## config.mk

```make
export PLATFORM = sky130hd
export DESIGN_NAME = sprog_seq
export DESIGN_NICKNAME = d
export VERILOG_FILES = /design/src/rtl/sprog_pkg.sv /design/src/rtl/sprog_shifter.sv /design/src/rtl/sprog_timer.sv /design/src/rtl/sprog_fill.sv /design/src/rtl/sprog_seq.sv
export SDC_FILE = /design/constraint.sdc
export NUM_CORES = 1
export LEC_CHECK = 0
export ABC_AREA = 1
export BUFFER_PORTS_ARGS = -buffer_cell sky130_fd_sc_hd__buf_2
export CAP_MARGIN = 40
export CORE_MARGIN = 2
export CORE_UTILIZATION = 25
export DETAILED_ROUTE_END_ITERATION = 6
export SYNTH_ARGS = -nofsm -noshare
export SYNTH_HDL_FRONTEND = slang
export SYNTH_SLANG_ARGS = --single-unit
```

## constraint.sdc

```tcl
create_clock -name clk -period 1.7 [get_ports clk]
set_input_delay 0.085 -clock clk [delete_from_list [all_inputs] [get_ports clk]]
set_output_delay 0.085 -clock clk [all_outputs]
set_load 0.02 [all_outputs]
```

## src/rtl/sprog_pkg.sv

```systemverilog
// Shared types and command codes for the serial programming sequencer.
package sprog_pkg;

    // Request kinds as seen on req_kind
    typedef enum logic [1:0] {
        OP_RAW   = 2'd0,
        OP_LOAD  = 2'd1,
        OP_ERASE = 2'd2
    } op_e;

    // What follows the first transaction of a sequence
    typedef enum logic [1:0] {
        T_NONE  = 2'd0,
        T_PROG  = 2'd1,
        T_ERASE = 2'd2
    } tail_e;

    // Sequencer states
    typedef enum logic [3:0] {
        S_IDLE  = 4'd0,
        S_CMD   = 4'd1,
        S_GAP5  = 4'd2,
        S_DATA  = 4'd3,
        S_GAP5A = 4'd4,
        S_NCMD  = 4'd5,
        S_DISCH = 4'd6,
        S_NDATA = 4'd7,
        S_TAIL  = 4'd8
    } state_e;

    localparam logic [3:0] CMD_NOP   = 4'b0000;
    localparam logic [3:0] CMD_START = 4'b1111;

endpackage

```

## src/rtl/sprog_shifter.sv

```systemverilog
// Bit serializer. On start it clocks out nbits of data, least significant
// bit first. Each bit is a high phase and then a low phase of DIV cycles.
// The data bit changes together with the rising clock. When stretch is set,
// the high phase of the last bit lasts hold cycles instead. The enable drops
// and done pulses once the low phase of the last bit ends.
// Assumes: DIV >= 1, hold >= 1, nbits in 1..16, start only while idle.
module sprog_shifter #(
    parameter int DIV = 4,
    parameter int CW  = 16
) (
    input  logic          clk,
    input  logic          rst_n,
    input  logic          start,
    input  logic [4:0]    nbits,
    input  logic [15:0]   data,
    input  logic          stretch,
    input  logic [CW-1:0] hold,
    output logic          sclk,
    output logic          sdat,
    output logic          soe,
    output logic          done
);
    localparam logic [CW-1:0] HALF_M1 = CW'(DIV - 1);

    logic          active;
    logic          hi;
    logic [4:0]    idx;
    logic [4:0]    nxt;
    logic [4:0]    nbits_q;
    logic [15:0]   sreg;
    logic          stretch_q;
    logic [CW-1:0] hold_q;
    logic [CW-1:0] cnt;
    logic          last_bit;
    logic          next_last;

    // Index of the next bit and whether it, or the current one, is the last
    always_comb begin
        nxt       = idx + 5'd1;
        last_bit  = (idx == nbits_q - 5'd1);
        next_last = (nxt == nbits_q - 5'd1);
    end

    // Phase counter and bit stepping
    always_ff @(posedge clk) begin
        if (!rst_n) begin
            active    <= 1'b0;
            hi        <= 1'b0;
            idx       <= '0;
            nbits_q   <= '0;
            sreg      <= '0;
            stretch_q <= 1'b0;
            hold_q    <= '0;
            cnt       <= '0;
            sclk      <= 1'b0;
            sdat      <= 1'b0;
            soe       <= 1'b0;
            done      <= 1'b0;
        end else begin
            done <= 1'b0;
            if (start) begin
                active    <= 1'b1;
                hi        <= 1'b1;
                idx       <= '0;
                nbits_q   <= nbits;
                sreg      <= data;
                stretch_q <= stretch;
                hold_q    <= hold;
                sclk      <= 1'b1;
                sdat      <= data[0];
                soe       <= 1'b1;
                cnt       <= (stretch && nbits == 5'd1) ? hold - 1'b1 : HALF_M1;
            end else if (active) begin
                if (cnt != '0) begin
                    cnt <= cnt - 1'b1;
                end else if (hi) begin
                    hi   <= 1'b0;
                    sclk <= 1'b0;
                    cnt  <= HALF_M1;
                end else if (last_bit) begin
                    active <= 1'b0;
                    soe    <= 1'b0;
                    done   <= 1'b1;
                end else begin
                    idx  <= nxt;
                    hi   <= 1'b1;
                    sclk <= 1'b1;
                    sdat <= sreg[nxt[3:0]];
                    cnt  <= (stretch_q && next_last) ? hold_q - 1'b1 : HALF_M1;
                end
            end
        end
    end

endmodule

```

## src/rtl/sprog_timer.sv

```systemverilog
// One-shot delay. On start it loads val, and done pulses val cycles later.
// Assumes: val >= 1, start only while the timer is not running.
module sprog_timer #(
    parameter int CW = 16
) (
    input  logic          clk,
    input  logic          rst_n,
    input  logic          start,
    input  logic [CW-1:0] val,
    output logic          done
);
    logic [CW-1:0] cnt;
    logic          run;

    // Countdown with a done pulse on the last count
    always_ff @(posedge clk) begin
        if (!rst_n) begin
            cnt  <= '0;
            run  <= 1'b0;
            done <= 1'b0;
        end else begin
            done <= 1'b0;
            if (start) begin
                cnt <= val;
                run <= 1'b1;
            end else if (run) begin
                if (cnt <= CW'(1)) begin
                    run  <= 1'b0;
                    done <= 1'b1;
                end else begin
                    cnt <= cnt - 1'b1;
                end
            end
        end
    end

endmodule

```

## src/rtl/sprog_fill.sv

```systemverilog
// Write-buffer fill tracker. It counts accepted loads modulo WORDS.
// filling is high while part of the buffer is loaded. last marks that the
// next load completes the buffer.
// Assumes: WORDS >= 1.
module sprog_fill #(
    parameter int WORDS = 4
) (
    input  logic clk,
    input  logic rst_n,
    input  logic load_acc,
    output logic filling,
    output logic last
);
    localparam int FW = (WORDS > 2) ? $clog2(WORDS) : 1;
    localparam logic [FW-1:0] TOP = FW'(WORDS - 1);

    logic [FW-1:0] cnt;

    // Flags derived from the word count
    always_comb begin
        filling = (cnt != '0);
        last    = (cnt == TOP);
    end

    // Load counter, wrapping once the buffer is full
    always_ff @(posedge clk) begin
        if (!rst_n) begin
            cnt <= '0;
        end else if (load_acc) begin
            cnt <= last ? '0 : cnt + 1'b1;
        end
    end

endmodule

```

## src/rtl/sprog_seq.sv

```systemverilog
// Serial programming sequencer top. It accepts raw, load and erase requests
// and runs each as command, gap, payload and gap. Start and erase sequences
// go on with a NOP, a timed low hold and a zero payload. Between the first
// and the last load, only further loads are accepted.
// Assumes: all timing parameters >= 1, with P9 >= DIV.
module sprog_seq
    import sprog_pkg::*;
#(
    parameter int DIV       = 4,
    parameter int P5        = 8,
    parameter int P5A       = 8,
    parameter int P9        = 40000,
    parameter int P10       = 4000,
    parameter int P11       = 200000,
    parameter int BUF_BYTES = 8,
    parameter logic [3:0] LOAD_CMD = 4'b1101
) (
    input  logic        clk,
    input  logic        rst_n,
    input  logic        req_valid,
    output logic        req_ready,
    input  logic [1:0]  req_kind,
    input  logic [3:0]  req_cmd,
    input  logic [15:0] req_data,
    output logic        busy,
    output logic        pgc,
    output logic        pgd_out,
    output logic        pgd_oe
);
    localparam int WORDS = (BUF_BYTES >= 2) ? BUF_BYTES / 2 : 1;
    localparam int CW    = $clog2(P11 + P10 + P9 + P5 + P5A + DIV + 2);
    localparam logic [CW-1:0] T5     = CW'(P5);
    localparam logic [CW-1:0] T5A    = CW'(P5A);
    localparam logic [CW-1:0] THOLD  = CW'(P9);
    localparam logic [CW-1:0] TDIS   = CW'(P10);
    localparam logic [CW-1:0] TERASE = CW'(P11 + P10);

    state_e        state;
    tail_e         tail;
    tail_e         tail_pick;
    logic [3:0]    cmd_pick;
    logic [15:0]   pay_q;
    logic          is_load;
    logic          acc;
    logic          fill_busy;
    logic          fill_last;
    logic          sh_start;
    logic [4:0]    sh_nbits;
    logic [15:0]   sh_data;
    logic          sh_stretch;
    logic          sh_done;
    logic          tm_start;
    logic [CW-1:0] tm_val;
    logic          tm_done;

    // Handshake: idle, and during a buffer fill only loads may enter
    always_comb begin
        is_load   = (req_kind == OP_LOAD);
        req_ready = (state == S_IDLE) && (!fill_busy || is_load);
        acc       = req_valid && req_ready;
        busy      = (state != S_IDLE);
    end

    // Choice of command and tail sequence for an incoming request
    always_comb begin
        cmd_pick  = req_cmd;
        tail_pick = T_NONE;
        if (is_load) begin
            cmd_pick  = fill_last ? CMD_START : LOAD_CMD;
            tail_pick = fill_last ? T_PROG : T_NONE;
        end else if (req_kind == OP_ERASE) begin
            tail_pick = T_ERASE;
        end
    end

    // Sequence state machine, launching shifts and delays
    always_ff @(posedge clk) begin
        if (!rst_n) begin
            state      <= S_IDLE;
            tail       <= T_NONE;
            pay_q      <= '0;
            sh_start   <= 1'b0;
            sh_nbits   <= '0;
            sh_data    <= '0;
            sh_stretch <= 1'b0;
            tm_start   <= 1'b0;
            tm_val     <= '0;
        end else begin
            sh_start <= 1'b0;
            tm_start <= 1'b0;
            case (state)
                S_IDLE: if (acc) begin
                    state      <= S_CMD;
                    pay_q      <= req_data;
                    tail       <= tail_pick;
                    sh_start   <= 1'b1;
                    sh_nbits   <= 5'd4;
                    sh_data    <= {12'd0, cmd_pick};
                    sh_stretch <= 1'b0;
                end
                S_CMD: if (sh_done) begin
                    state    <= S_GAP5;
                    tm_start <= 1'b1;
                    tm_val   <= T5;
                end
                S_GAP5: if (tm_done) begin
                    state      <= S_DATA;
                    sh_start   <= 1'b1;
                    sh_nbits   <= 5'd16;
                    sh_data    <= pay_q;
                    sh_stretch <= 1'b0;
                end
                S_DATA: if (sh_done) begin
                    state    <= S_GAP5A;
                    tm_start <= 1'b1;
                    tm_val   <= T5A;
                end
                S_GAP5A: if (tm_done) begin
                    if (tail == T_NONE) begin
                        state <= S_IDLE;
                    end else begin
                        state      <= S_NCMD;
                        sh_start   <= 1'b1;
                        sh_nbits   <= 5'd4;
                        sh_data    <= {12'd0, CMD_NOP};
                        sh_stretch <= (tail == T_PROG);
                    end
                end
                S_NCMD: if (sh_done) begin
                    state    <= S_DISCH;
                    tm_start <= 1'b1;
                    tm_val   <= (tail == T_ERASE) ? TERASE : TDIS;
                end
                S_DISCH: if (tm_done) begin
                    state      <= S_NDATA;
                    sh_start   <= 1'b1;
                    sh_nbits   <= 5'd16;
                    sh_data    <= '0;
                    sh_stretch <= 1'b0;
                end
                S_NDATA: if (sh_done) begin
                    state    <= S_TAIL;
                    tm_start <= 1'b1;
                    tm_val   <= T5A;
                end
                S_TAIL: if (tm_done) begin
                    state <= S_IDLE;
                    tail  <= T_NONE;
                end
                default: state <= S_IDLE;
            endcase
        end
    end

    sprog_fill #(.WORDS(WORDS)) u_fill (
        .clk      (clk),
        .rst_n    (rst_n),
        .load_acc (acc && is_load),
        .filling  (fill_busy),
        .last     (fill_last)
    );

    sprog_shifter #(.DIV(DIV), .CW(CW)) u_shift (
        .clk     (clk),
        .rst_n   (rst_n),
        .start   (sh_start),
        .nbits   (sh_nbits),
        .data    (sh_data),
        .stretch (sh_stretch),
        .hold    (THOLD),
        .sclk    (pgc),
        .sdat    (pgd_out),
        .soe     (pgd_oe),
        .done    (sh_done)
    );

    sprog_timer #(.CW(CW)) u_timer (
        .clk   (clk),
        .rst_n (rst_n),
        .start (tm_start),
        .val   (tm_val),
        .done  (tm_done)
    );

endmodule

```

==> results of run 1 <==
==> kinds of logic after synthesis <==
kind of cell	share of synthesized area, %
and+or+nand+nor	30.47
xor gates and xnor gates	2.405
adders and majority gates	1.503
AOI/OAI and AO/OA	16.94
buffers and inverters	8.138
DFF	40.54
==> area by class of cell <==
cell class | count | area [µm²] | area share (%)
clock buffer | 18 | 429.2 | 5.310
clock inverter | 13 | 205.2 | 2.539
inverter | 78 | 307.8 | 3.809
multi-input combinational | 627 | 3251 | 40.22
sequential | 118 | 2382 | 29.48
tap | 313 | 391.6 | 4.846
timing repair buffer | 139 | 1115 | 13.79
==> worst max-delay path: cells and delay by family (launching register included) <==
family,cells,cell delay (ns)
flops,1,0.35
buf+inv,2,0.26
simple gates,9,0.88
compound gates,1,0.05
==> metrics by stage <==
| stage | std cells | cell area [µm²] | utilization [%] | setup WS, ns |
|---|---|---|---|---|
| after floorplan | 859 | 5828 | - | 0.03196 |
| after global routing | 1306 | 8082 | 35.48 | -0.05873 |
| after CTS | 1294 | 7682 | 33.73 | -0.01940 |
| after detailed placement | 1246 | 6835 | 30.01 | -0.08822 |
| after global placement | 1246 | 6835 | 30.01 | -0.06907 |
| final | 1306 | 8082 | 35.48 | 0.03801 |
==> registers in the layout (all words and copies together) (netlist names), 4 cells and up <==
register      flops
u_timer.cnt      18
u_shift.cnt      18
tm_val            4
u_shift.idx       5
sh_data          16
u_shift.sreg     16
pay_q            16
state             4
==> per-layer routing <==
layer,routed length [µm],up-vias,part of all wire (%)
li1,-,3049,-
met1,7473,2653,49
met2,7052,76,46
met3,480,14,3.2
met4,204,0,1.3
met5,0,-,0
==> worst paths after layout <==
path,end,depth (start not counted),slack (ns)
worst max-delay path,u_shift.cnt[17],12,0.04
worst min register to register,u_timer.done,2,0.46
worst min-delay path,tail[1],4,0.03
worst max register to register,u_shift.cnt[17],12,0.04
==> repair_timing <==
action                                  in CTS  in global routing
cloned                                       1                  2
endpoints found under the hold margin       16                  0
pin swaps                                    3                 23
endpoints found under the setup margin      33                 84
setup buffers                                0                 10
hold buffers                                16                  0
resized for setup                           17                113
==> power by group through the flow <==
stage	Sequential [W]	Combinational (W)	Clock (W)
2_1_floorplan	0.00363	0.00384	0
3_3_place_gp	0.00367	0.00538	0
3_5_place_dp	0.00367	0.00543	0
4_1_cts	0.00363	0.00567	0.00396
5_1_grt	0.00373	0.00701	0.00406
6_report	0.00367	0.00628	0.00388
==> cells in the final DEF (no fill, tap or decap), types with 3 or more instances in the layout <==
| master | synthesis | final |
|---|---|---|
| dlygate4sd3_1 | 0 | 16 |
| nand2_1 | 159 | 152 |
| buf_6 | 3 | 11 |
| inv_2 | 5 | 7 |
| nand2_4 | 1 | 5 |
| nor2_2 | 8 | 17 |
| nor2_4 | 2 | 8 |
| clkinv_2 | 0 | 3 |
| xor2_1 | 13 | 13 |
| buf_4 | 3 | 76 |
| inv_6 | 0 | 3 |
| ha_4 | 0 | 4 |
| nand3_1 | 59 | 58 |
| clkinvlp_4 | 0 | 3 |
| o21ai_1 | 6 | 24 |
| dfxtp_1 | 118 | 108 |
| a21oi_2 | 0 | 6 |
| o211ai_1 | 4 | 4 |
| nand4_1 | 9 | 9 |
| clkbuf_16 | 0 | 17 |
| nand2_2 | 5 | 9 |
| o21ai_2 | 1 | 7 |
| nor2_1 | 152 | 137 |
| buf_2 | 7 | 30 |
| a21oi_1 | 86 | 80 |
| buf_12 | 0 | 4 |
| a31oi_1 | 4 | 4 |
| dfxtp_4 | 0 | 3 |
| nor3_1 | 7 | 6 |
| dfxtp_2 | 0 | 7 |
| inv_1 | 72 | 66 |
| bufinv_16 | 0 | 5 |
| o21ai_0 | 81 | 57 |
==> results by group, run 1 <==
Global routing
  • First-pass GRT wire length: 25,380 µm
  • Vias in the first global route: 5,470
  • GR peak layer: met2
  • GR met1 Demand/Resource: 16.55%
  • Antenna violations before repair: 0
  • Met3 Usage GRT: 3.019%
  • Met2 Usage GRT: 20.70%
  • Total track usage: 12.77%
  • Largest net degree at the start of global routing: 42
  • Grt ovf: 0

Pwr
  • P_sw: 0.005321 W
  • Total Power: 0.01382 W
  • Leakage power: 3.553 nW
  • PwrDens: 1710 nW/µm²
  • Int Pwr: 0.008501 W
  • Switching Share: 38.50%
  • VDD IR-drop max: 888.3 µV
  • Clock power share: 28.0%
  • Sequential group share of total power: 26.5%
  • Logic pwr share: 45.4%

Timing
  • RSZ-0062 raised after global routing: yes
  • Sum Neg Setup Slack: 0 ns
  • Final Hold Slack: 0.03204 ns
  • Slew margin rel.: 75.57%
  • Worst-margin pin slew: 0.3664 ns
  • Maximum clock rate: 0.6017 GHz
  • Setup Skew: 0.008523 ns
  • Pins Over Slew Limit: 0
  • Final hold vios: 0
  • Minimum clock period: 1.662 ns
  • Period utilisation layout: 97.76%
  • Final setup viols: 0

Worst setup path
  • Crit-path cells: nor2_4 -> buf_6 -> nand2_4 -> nor2_4 -> nand3_4 -> nor2_4 -> nand2_2 -> nand2_4 -> buf_6 -> nor2_1 -> nand2_1 -> a21oi_2
  • Worst R2R Start: u_shift.cnt[5]
  • Slowest CP cell: dfxtp_4
  • Startpoint class of the critical path: flip-flop
  • CP Data Required Time: 2.01 ns
  • Crit path DAT: 1.97 ns
  • Crit end category: flip-flop
  • Crit path kind: flip-flop to flip-flop
  • CP max stage delay: 0.35 ns
  • Worst Path Max Fanout: 6
  • Crit path top cell by count: nor2_4
  • CP Launch Point: u_shift.cnt[5]

Synthesis
  • Post-synthesis sequential area ratio: 40.54%
  • Synthesized area: 5827 µm²
  • Ys flop type: dfxtp_1
  • Syn_nets: 891
  • Synth area leaders: dfxtp_1 41%, nand2_1 10%, nor2_1 9.8%
  • Cells after Synth: 859
  • Post-synth EDFFs: 0
  • Syn avg cell area: 6.783 µm²
  • Number of synthesized register bits: 118
  • Post-synth top area share: 40.54%
  • Area leader, netlist: dfxtp_1
  • Syn. warnings: 0
  • Most common library cells after synthesis: 159 x nand2_1, 152 x nor2_1, 118 x dfxtp_1
  • Most common cell in the synthesized netlist: nand2_1
  • Ys async rst share: 0%
  • Cell variety after synth: 42

Clock tree
  • CTS tree: yes
  • Longest Clk Path Bufs: 2
  • CTS H-Tree Depth: 4
  • Clock sinks: 118
  • CTS Buf Count: 17
  • Worst-path clk slew: 0.06 ns
  • Root Driver: clkbuf_16
  • Clock Latency Late Sink: 0.42 ns

Routing
  • Initial drt markers: 287
  • Via count: 5,792
  • Avg Vias per Cell: 4.435
  • DRC Markers: 0
  • Router iterations before antenna repair: 4
  • DRT antenna net count: 0
  • Total routed wirelength: 15,210 µm
  • WL/cell: 11.65 µm

Layout
  • Share of post-route cells with drive strength above 1: 24.57%
  • Nets: 1,013
  • # fillers: 2,413
  • Layout overhead on the synthesized area: 38.69%
  • Inserted Diodes: 0

Outcome
  • Status: complete, no violations

Place
  • Port bufs: 29
  • DP HPWL: 10,140 µm
  • Placer Congestion: 0.8157

Floorplanning
  • Die area: 24,540 µm²
  • Die width: 156.7 µm
  • Total core area: 22,780 µm²
  • Die Ht: 156.7 µm
  • Number of placed I/O pins: 30
  • Cell Rows: 55
  • Initial Util: 25.58%

Hold path
  • Min-delay src: req_kind[0]
  • Hold Path Class: primary input to flip-flop

Job
  • Max-Cap Viols: 0
Power figures use the tool's default switching activity.
==> run 2: changes to the inputs <==
==> constraint.sdc (replaced) <==
create_clock -name clk -period 1.7 [get_ports clk]
set_input_delay 0.255 -clock clk [delete_from_list [all_inputs] [get_ports clk]]
set_output_delay 0.255 -clock clk [all_outputs]
set_load 0.02 [all_outputs]
==> results by group, run 2 (synthesized netlist as in run 1, its figures left out) <==
Outcome
  • Status: complete, no violations

Clock tree
  • Longest Clk Path Bufs: 2 (unchanged)
  • CTS tree: yes
  • Clock sinks: 118 (unchanged)
  • Clock Latency Late Sink: 0.43 ns (about the same)
  • CTS H-Tree Depth: 4 (unchanged)
  • Root Driver: clkbuf_16
  • CTS Buf Count: 17 (unchanged)
  • Worst-path clk slew: 0.06 ns (about the same)
  • Cts hold-fix bufs: 0 (-16)

Routing
  • DRC Markers: 0 (unchanged)
  • Met3 WL post-DR: 527 µm (+9.8%)
  • WL met1: 7573 µm (+1.3%)
  • Via count: 5,714 (-1.3%)
  • Routed wl met2: 7203 µm (+2.1%)
  • Total routed wirelength: 15,510 µm (+2.0%)
  • WL/cell: 12.01 µm (+3.1%)
  • Max Used Layer: met4
  • DRT antenna net count: 0 (unchanged)
  • Avg Vias per Cell: 4.423 (-0.28%)
  • Initial drt markers: 299 (+4.2%)
  • Router iterations before antenna repair: 5 (+1)

Timing
  • Pins Over Slew Limit: 0 (unchanged)
  • Maximum clock rate: 0.5988 GHz (-0.48%)
  • Worst-margin pin slew: 0.7314 ns (+0.3650 ns)
  • Sum Neg Setup Slack: 0 ns (unchanged)
  • Period utilisation layout: 98.24% (+0.48 points)
  • RSZ-0062 raised after global routing: yes
  • Slew margin rel.: 51.24% (-24 points)
  • Final setup viols: 0 (unchanged)
  • Setup Skew: 0.008334 ns (-0.0001890 ns)
  • Minimum clock period: 1.670 ns (+0.008083 ns)
  • Final hold vios: 0 (unchanged)

Global routing
  • First-pass GRT wire length: 25,000 µm (-1.5%)
  • Grt ovf: 0 (unchanged)
  • Largest net degree at the start of global routing: 64 (+52%)
  • Total track usage: 12.60% (-0.17 points)
  • Vias in the first global route: 5,379 (-1.7%)
  • Antenna violations before repair: 0 (unchanged)

Worst setup path
  • Worst R2R Start: u_shift.cnt[5]
  • Crit end category: flip-flop
  • CP Data Required Time: 2.01 ns (about the same)
  • Crit path DAT: 1.98 ns (about the same)
  • Crit path kind: flip-flop to flip-flop
  • Reg-to-reg setup timing slack: 0.03 ns (about the same)
  • Worst R2R End: u_shift.cnt[17]
  • Cells on worst reg2reg path: 12 (unchanged)
  • Worst Path Max Fanout: 6 (unchanged)
  • Startpoint class of the critical path: flip-flop

Floorplanning
  • Number of placed I/O pins: 30 (unchanged)
  • Die width: 156.7 µm (unchanged)
  • Initial Util: 25.58% (unchanged)
  • Die Ht: 156.7 µm (unchanged)
  • Total core area: 22,780 µm² (unchanged)
  • Die area: 24,540 µm² (unchanged)
  • Cell Rows: 55 (unchanged)

Layout
  • Reg area: 2385 µm² (+0.11%)
  • Post-route insts no fill: 1,292 (-1.1%)
  • Share of post-route cells with drive strength above 1: 25.64% (+1.1 points)
  • Multi-input gate area: 3257 µm² (+0.19%)
  • Nets: 998 (-1.5%)
  • Commonest non-fill, non-tap cells in the layout: 155 x nand2_1, 140 x nor2_1, 108 x dfxtp_1
  • # fillers: 2,372 (-1.7%)
  • Most common library cell in the layout ignoring fill and taps: nand2_1
  • Inserted Diodes: 0 (unchanged)
  • Biggest regs: u_shift.cnt x18, u_timer.cnt x18
  • Layout overhead on the synthesized area: 36.55%

Place
  • Placed insts: 1,245 (-0.080%)
  • Placer Congestion: 0.8076 (-0.99%)
  • Port bufs: 29 (unchanged)
  • DP HPWL: 10,050 µm (-0.89%)

Job
  • Max-Cap Viols: 0 (unchanged)

Hold path
  • Hold Path Class: primary input to flip-flop
  • Hold path endpoint: pay_q[15]
  • Hold depth: 3 (-1)
  • Min-delay src: req_data[15]

Pwr
  • Leakage power: 3.519 nW (-0.94%)
  • PwrDens: 1687 nW/µm² (-1.4%)
  • VDD IR-drop max: 902.4 µV (+1.6%)
## run 2: layer usage
metal  global-route usage [%]  vias to the layer above
met5                        0                        -
met4                    4.107                        0
met3                    3.600                       15
met2                    20.29                       95
met1                    16.23                     2589
li1                         -                     3015
## run 2: repair_timing
action | 4_1_cts | 5_1_grt
buffers inserted | 1 | 9
cloned | 0 | 5
pin swaps | 2 | 22
endpoints found under the setup margin | 31 | 85
gates resized for setup | 16 | 120
endpoints found under the hold margin | 0 | 0
## run 2: through the flow
step / instance area [µm²] / util, % / hold slack [ns] / total power [W] / setup WS (ns)
2_1_floorplan: 5828 / - / 0.3899 / 0.007475 / 0.03196
3_5_place_dp: 6828 / 29.98 / 0.4548 / 0.009085 / -0.08152
3_3_place_gp: 6828 / 29.98 / 0.4474 / 0.009046 / -0.07121
5_1_grt: 7956 / 34.93 / 0.05552 / 0.01444 / -0.06771
4_1_cts: 7487 / 32.87 / 0.03177 / 0.01290 / -0.003725
6_report: 7956 / 34.93 / 0.04377 / 0.01342 / 0.02993
## run 2: how the worst max path moves through the flow
stage              startpoint         endpoint  depth (start not counted)
4_1_cts        u_shift.cnt[0]   u_shift.idx[2]                         11
3_3_place_gp   u_shift.idx[0]  u_shift.cnt[13]                          8
3_5_place_dp   u_shift.idx[0]  u_shift.cnt[14]                          8
6_report       u_shift.cnt[5]  u_shift.cnt[17]                         12
5_1_grt        u_shift.cnt[7]  u_shift.cnt[16]                         11
2_1_floorplan  u_shift.idx[0]     u_shift.sdat                         14
## run 2: power by group
group,total [W],switching (W),internal (W)
Combinational,0.00623,0.00357,0.00266
Clock,0.00353,0.00137,0.00216
Sequential,0.00366,0.000380,0.00328
Total,0.0134,0.00532,0.00810
## run 2: cell type report
type / count / share of cell area [%]
inverter: 78 / 3.931
tap: 313 / 4.922
sequential: 118 / 29.97
multi-input combinational: 626 / 40.93
timing repair buffer: 123 / 12.79
timing repair inverter: 2 / 0.1415
clock buffer: 17 / 5.347
clock inverter: 15 / 1.966
## run 2: critical path, cell delays in order (launching register included)
cell and delay (ns):
dfxtp_4 0.35, nor2_4 0.14, buf_6 0.12, nand2_4 0.05
nor2_4 0.16, nand3_4 0.10, nor2_2 0.13, nand2_2 0.08
nand2_4 0.15, buf_6 0.14, nor2_2 0.04, nand2_1 0.06
a21oi_2 0.05
==> run 3: changes to the inputs <==
--- a/constraint.sdc
+++ b/constraint.sdc
@@ -3,2 +3,2 @@
 set_output_delay 0.255 -clock clk [all_outputs]
-set_load 0.02 [all_outputs]
+set_load 0.1 [all_outputs]
==> results by group, run 3 (synthesized netlist as in run 1, its figures left out) <==
Outcome
  • Status: complete, no violations

Layout
  • Most common library cell in the layout ignoring fill and taps: nand2_1
  • Nets: 1,005 (+0.70%)
  • Commonest non-fill, non-tap cells in the layout: 149 x nand2_1, 136 x nor2_1, 100 x dfxtp_1
  • Inserted Diodes: 0 (unchanged)
  • Biggest regs: u_shift.cnt x18, u_timer.cnt x18
  • Layout overhead on the synthesized area: 39.66%
  • Share of post-route cells with drive strength above 1: 29.01% (+3.4 points)
  • Design area: 8138 µm² (+2.3%)

Routing
  • DRC Markers: 0 (unchanged)
  • Avg Vias per Cell: 4.428 (+0.12%)
  • Via count: 5,752 (+0.67%)
  • Max Used Layer: met4
  • Routed wl met2: 7158 µm (-0.62%)
  • Initial drt markers: 261 (-13%)
  • WL met1: 7340 µm (-3.1%)
  • DRT antenna net count: 0 (unchanged)
  • WL/cell: 11.64 µm (-3.0%)
  • Total routed wirelength: 15,120 µm (-2.5%)
  • Met3 WL post-DR: 446 µm (-15%)
  • Router iterations before antenna repair: 4 (-1)

Timing
  • Period utilisation layout: 97.64% (-0.60 points)
  • Worst-margin pin slew: 0.5165 ns (-0.2148 ns)
  • RSZ-0062 raised after global routing: yes
  • Maximum clock rate: 0.6025 GHz (+0.62%)
  • Final setup viols: 0 (unchanged)
  • Slew margin rel.: 65.80% (+15 points)
  • Final Hold Slack: 0.05257 ns (+0.008807 ns)
  • Pins Over Slew Limit: 0 (unchanged)
  • Worst Setup Slack, final: 0.04020 ns (+0.01027 ns)
  • Setup Skew: 0.01020 ns (+0.001867 ns)
  • Final hold vios: 0 (unchanged)
  • Minimum clock period: 1.660 ns (-0.01027 ns)

Clock tree
  • CTS tree: yes
  • Cts hold-fix bufs: 0 (unchanged)
  • Clock Latency Late Sink: 0.42 ns (about the same)
  • CTS H-Tree Depth: 4 (unchanged)
  • Worst-path clk slew: 0.06 ns (about the same)
  • Clock sinks: 118 (unchanged)
  • CTS Buf Count: 17 (unchanged)
  • Root Driver: clkbuf_16
  • Longest Clk Path Bufs: 2 (unchanged)

Global routing
  • Antenna violations before repair: 0 (unchanged)
  • Total track usage: 12.74% (+0.14 points)
  • Grt ovf: 0 (unchanged)
  • Vias in the first global route: 5,457 (+1.5%)
  • Largest net degree at the start of global routing: 46 (-28%)
  • First-pass GRT wire length: 25,410 µm (+1.6%)

Worst setup path
  • Critical path capture point: req_ready
  • Crit-path cells: inv_2 -> nand2_4 -> nor2_4 -> inv_4 -> a21oi_4 -> buf_12
  • Crit path kind: flip-flop to primary output
  • Crit path DAT: 1.40 ns (-0.58 ns)
  • Cells on worst reg2reg path: 12 (unchanged)
  • CP max stage delay: 0.33 ns (-0.02 ns)
  • CP Launch Point: state[2]
  • Worst R2R Start: u_shift.cnt[0]
  • Slowest CP cell: dfxtp_2
  • Reg-to-reg setup timing slack: 0.06 ns (+0.03 ns)
  • CP Data Required Time: 1.44 ns (-0.57 ns)
  • Worst Path Max Fanout: 3 (-3)
  • Startpoint class of the critical path: flip-flop
  • Crit end category: primary output
  • Worst R2R End: u_shift.cnt[14]

Pwr
  • Leakage power: 3.574 nW (+1.6%)
  • VDD IR-drop max: 872.7 µV (-3.3%)
  • PwrDens: 1726 nW/µm² (+2.3%)
  • Total Power: 0.01405 W (+4.7%)

Hold path
  • Hold Path Class: primary input to flip-flop

Floorplanning
  • Initial Util: 25.58% (unchanged)
  • Die Ht: 156.7 µm (unchanged)
  • Die width: 156.7 µm (unchanged)
  • Total core area: 22,780 µm² (unchanged)
  • Cell Rows: 55 (unchanged)
  • Number of placed I/O pins: 30 (unchanged)
  • Die area: 24,540 µm² (unchanged)

Place
  • Placer Congestion: 0.8152 (+0.94%)
  • DP HPWL: 10,090 µm (+0.36%)
  • Pre-CTS WS: -0.07762 ns (+0.003900 ns)
  • Placed cell areas: 6919 µm² (+1.3%)
  • Port bufs: 29 (unchanged)

Job
  • Max-Cap Viols: 0 (unchanged)
## run 3: worst max-delay path, delay by kind of cell, from the launching register on
kind,cells,cell delay (ns)
DFF,1,0.33
buffers and inverters,3,0.33
and+or+nand+nor,2,0.20
AOI/OAI and AO/OA,1,0.14
## run 3: worst min path at each step
stage                           startpoint          endpoint  slack (ns)  cells after the start
after global routing           req_data[7]          pay_q[7]        0.04                      3
after floorplan               req_data[10]         pay_q[10]        0.39                      2
after global placement    u_shift.sreg[10]  u_shift.sreg[10]        0.44                      2
after detailed placement  u_shift.sreg[10]  u_shift.sreg[10]        0.45                      2
after CTS                     req_data[14]         pay_q[14]        0.04                      3
final                         req_data[14]         pay_q[14]        0.05                      3
## run 3: what timing repair did
item	CTS	global route
setup buffers	3	11
gates resized for setup	27	134
gates cloned	1	2
pin swaps	4	27
endpoints found under the setup margin	35	82
## run 3: per-stage QoR
step                utilization [%]  setup TNS [ns]  instances
floorplan                         -          -1.004        859
global placement              30.38         -0.2433       1250
detailed placement            30.38         -0.7971       1250
CTS                           33.68        -0.03689       1286
global route                  35.73         -0.5203       1299
finish                        35.73               0       1299
## run 3: final cells by class
type	instances	area (µm²)
timing repair buffer	131	1042
multi-input combinational	627	3377
fill	2359	14640
inverter	78	315.3
clock inverter	15	191.4
clock buffer	17	425.4
tap	313	391.6
sequential	118	2395
## run 3: routing by layer
metal  track usage (%)  vias up
met2             20.66       76
met3             3.351       12
met1             16.48     2631
met4             4.107        0
met5                 0        -
li1                  -     3033
## run 3: where the power goes
| part | leakage, nW | internal [W] | switching [W] |
|---|---|---|---|
| Combinational | 2.31 | 0.00275 | 0.00388 |
| Sequential | 0.971 | 0.00328 | 0.000383 |
| Clock | 0.297 | 0.00234 | 0.00142 |
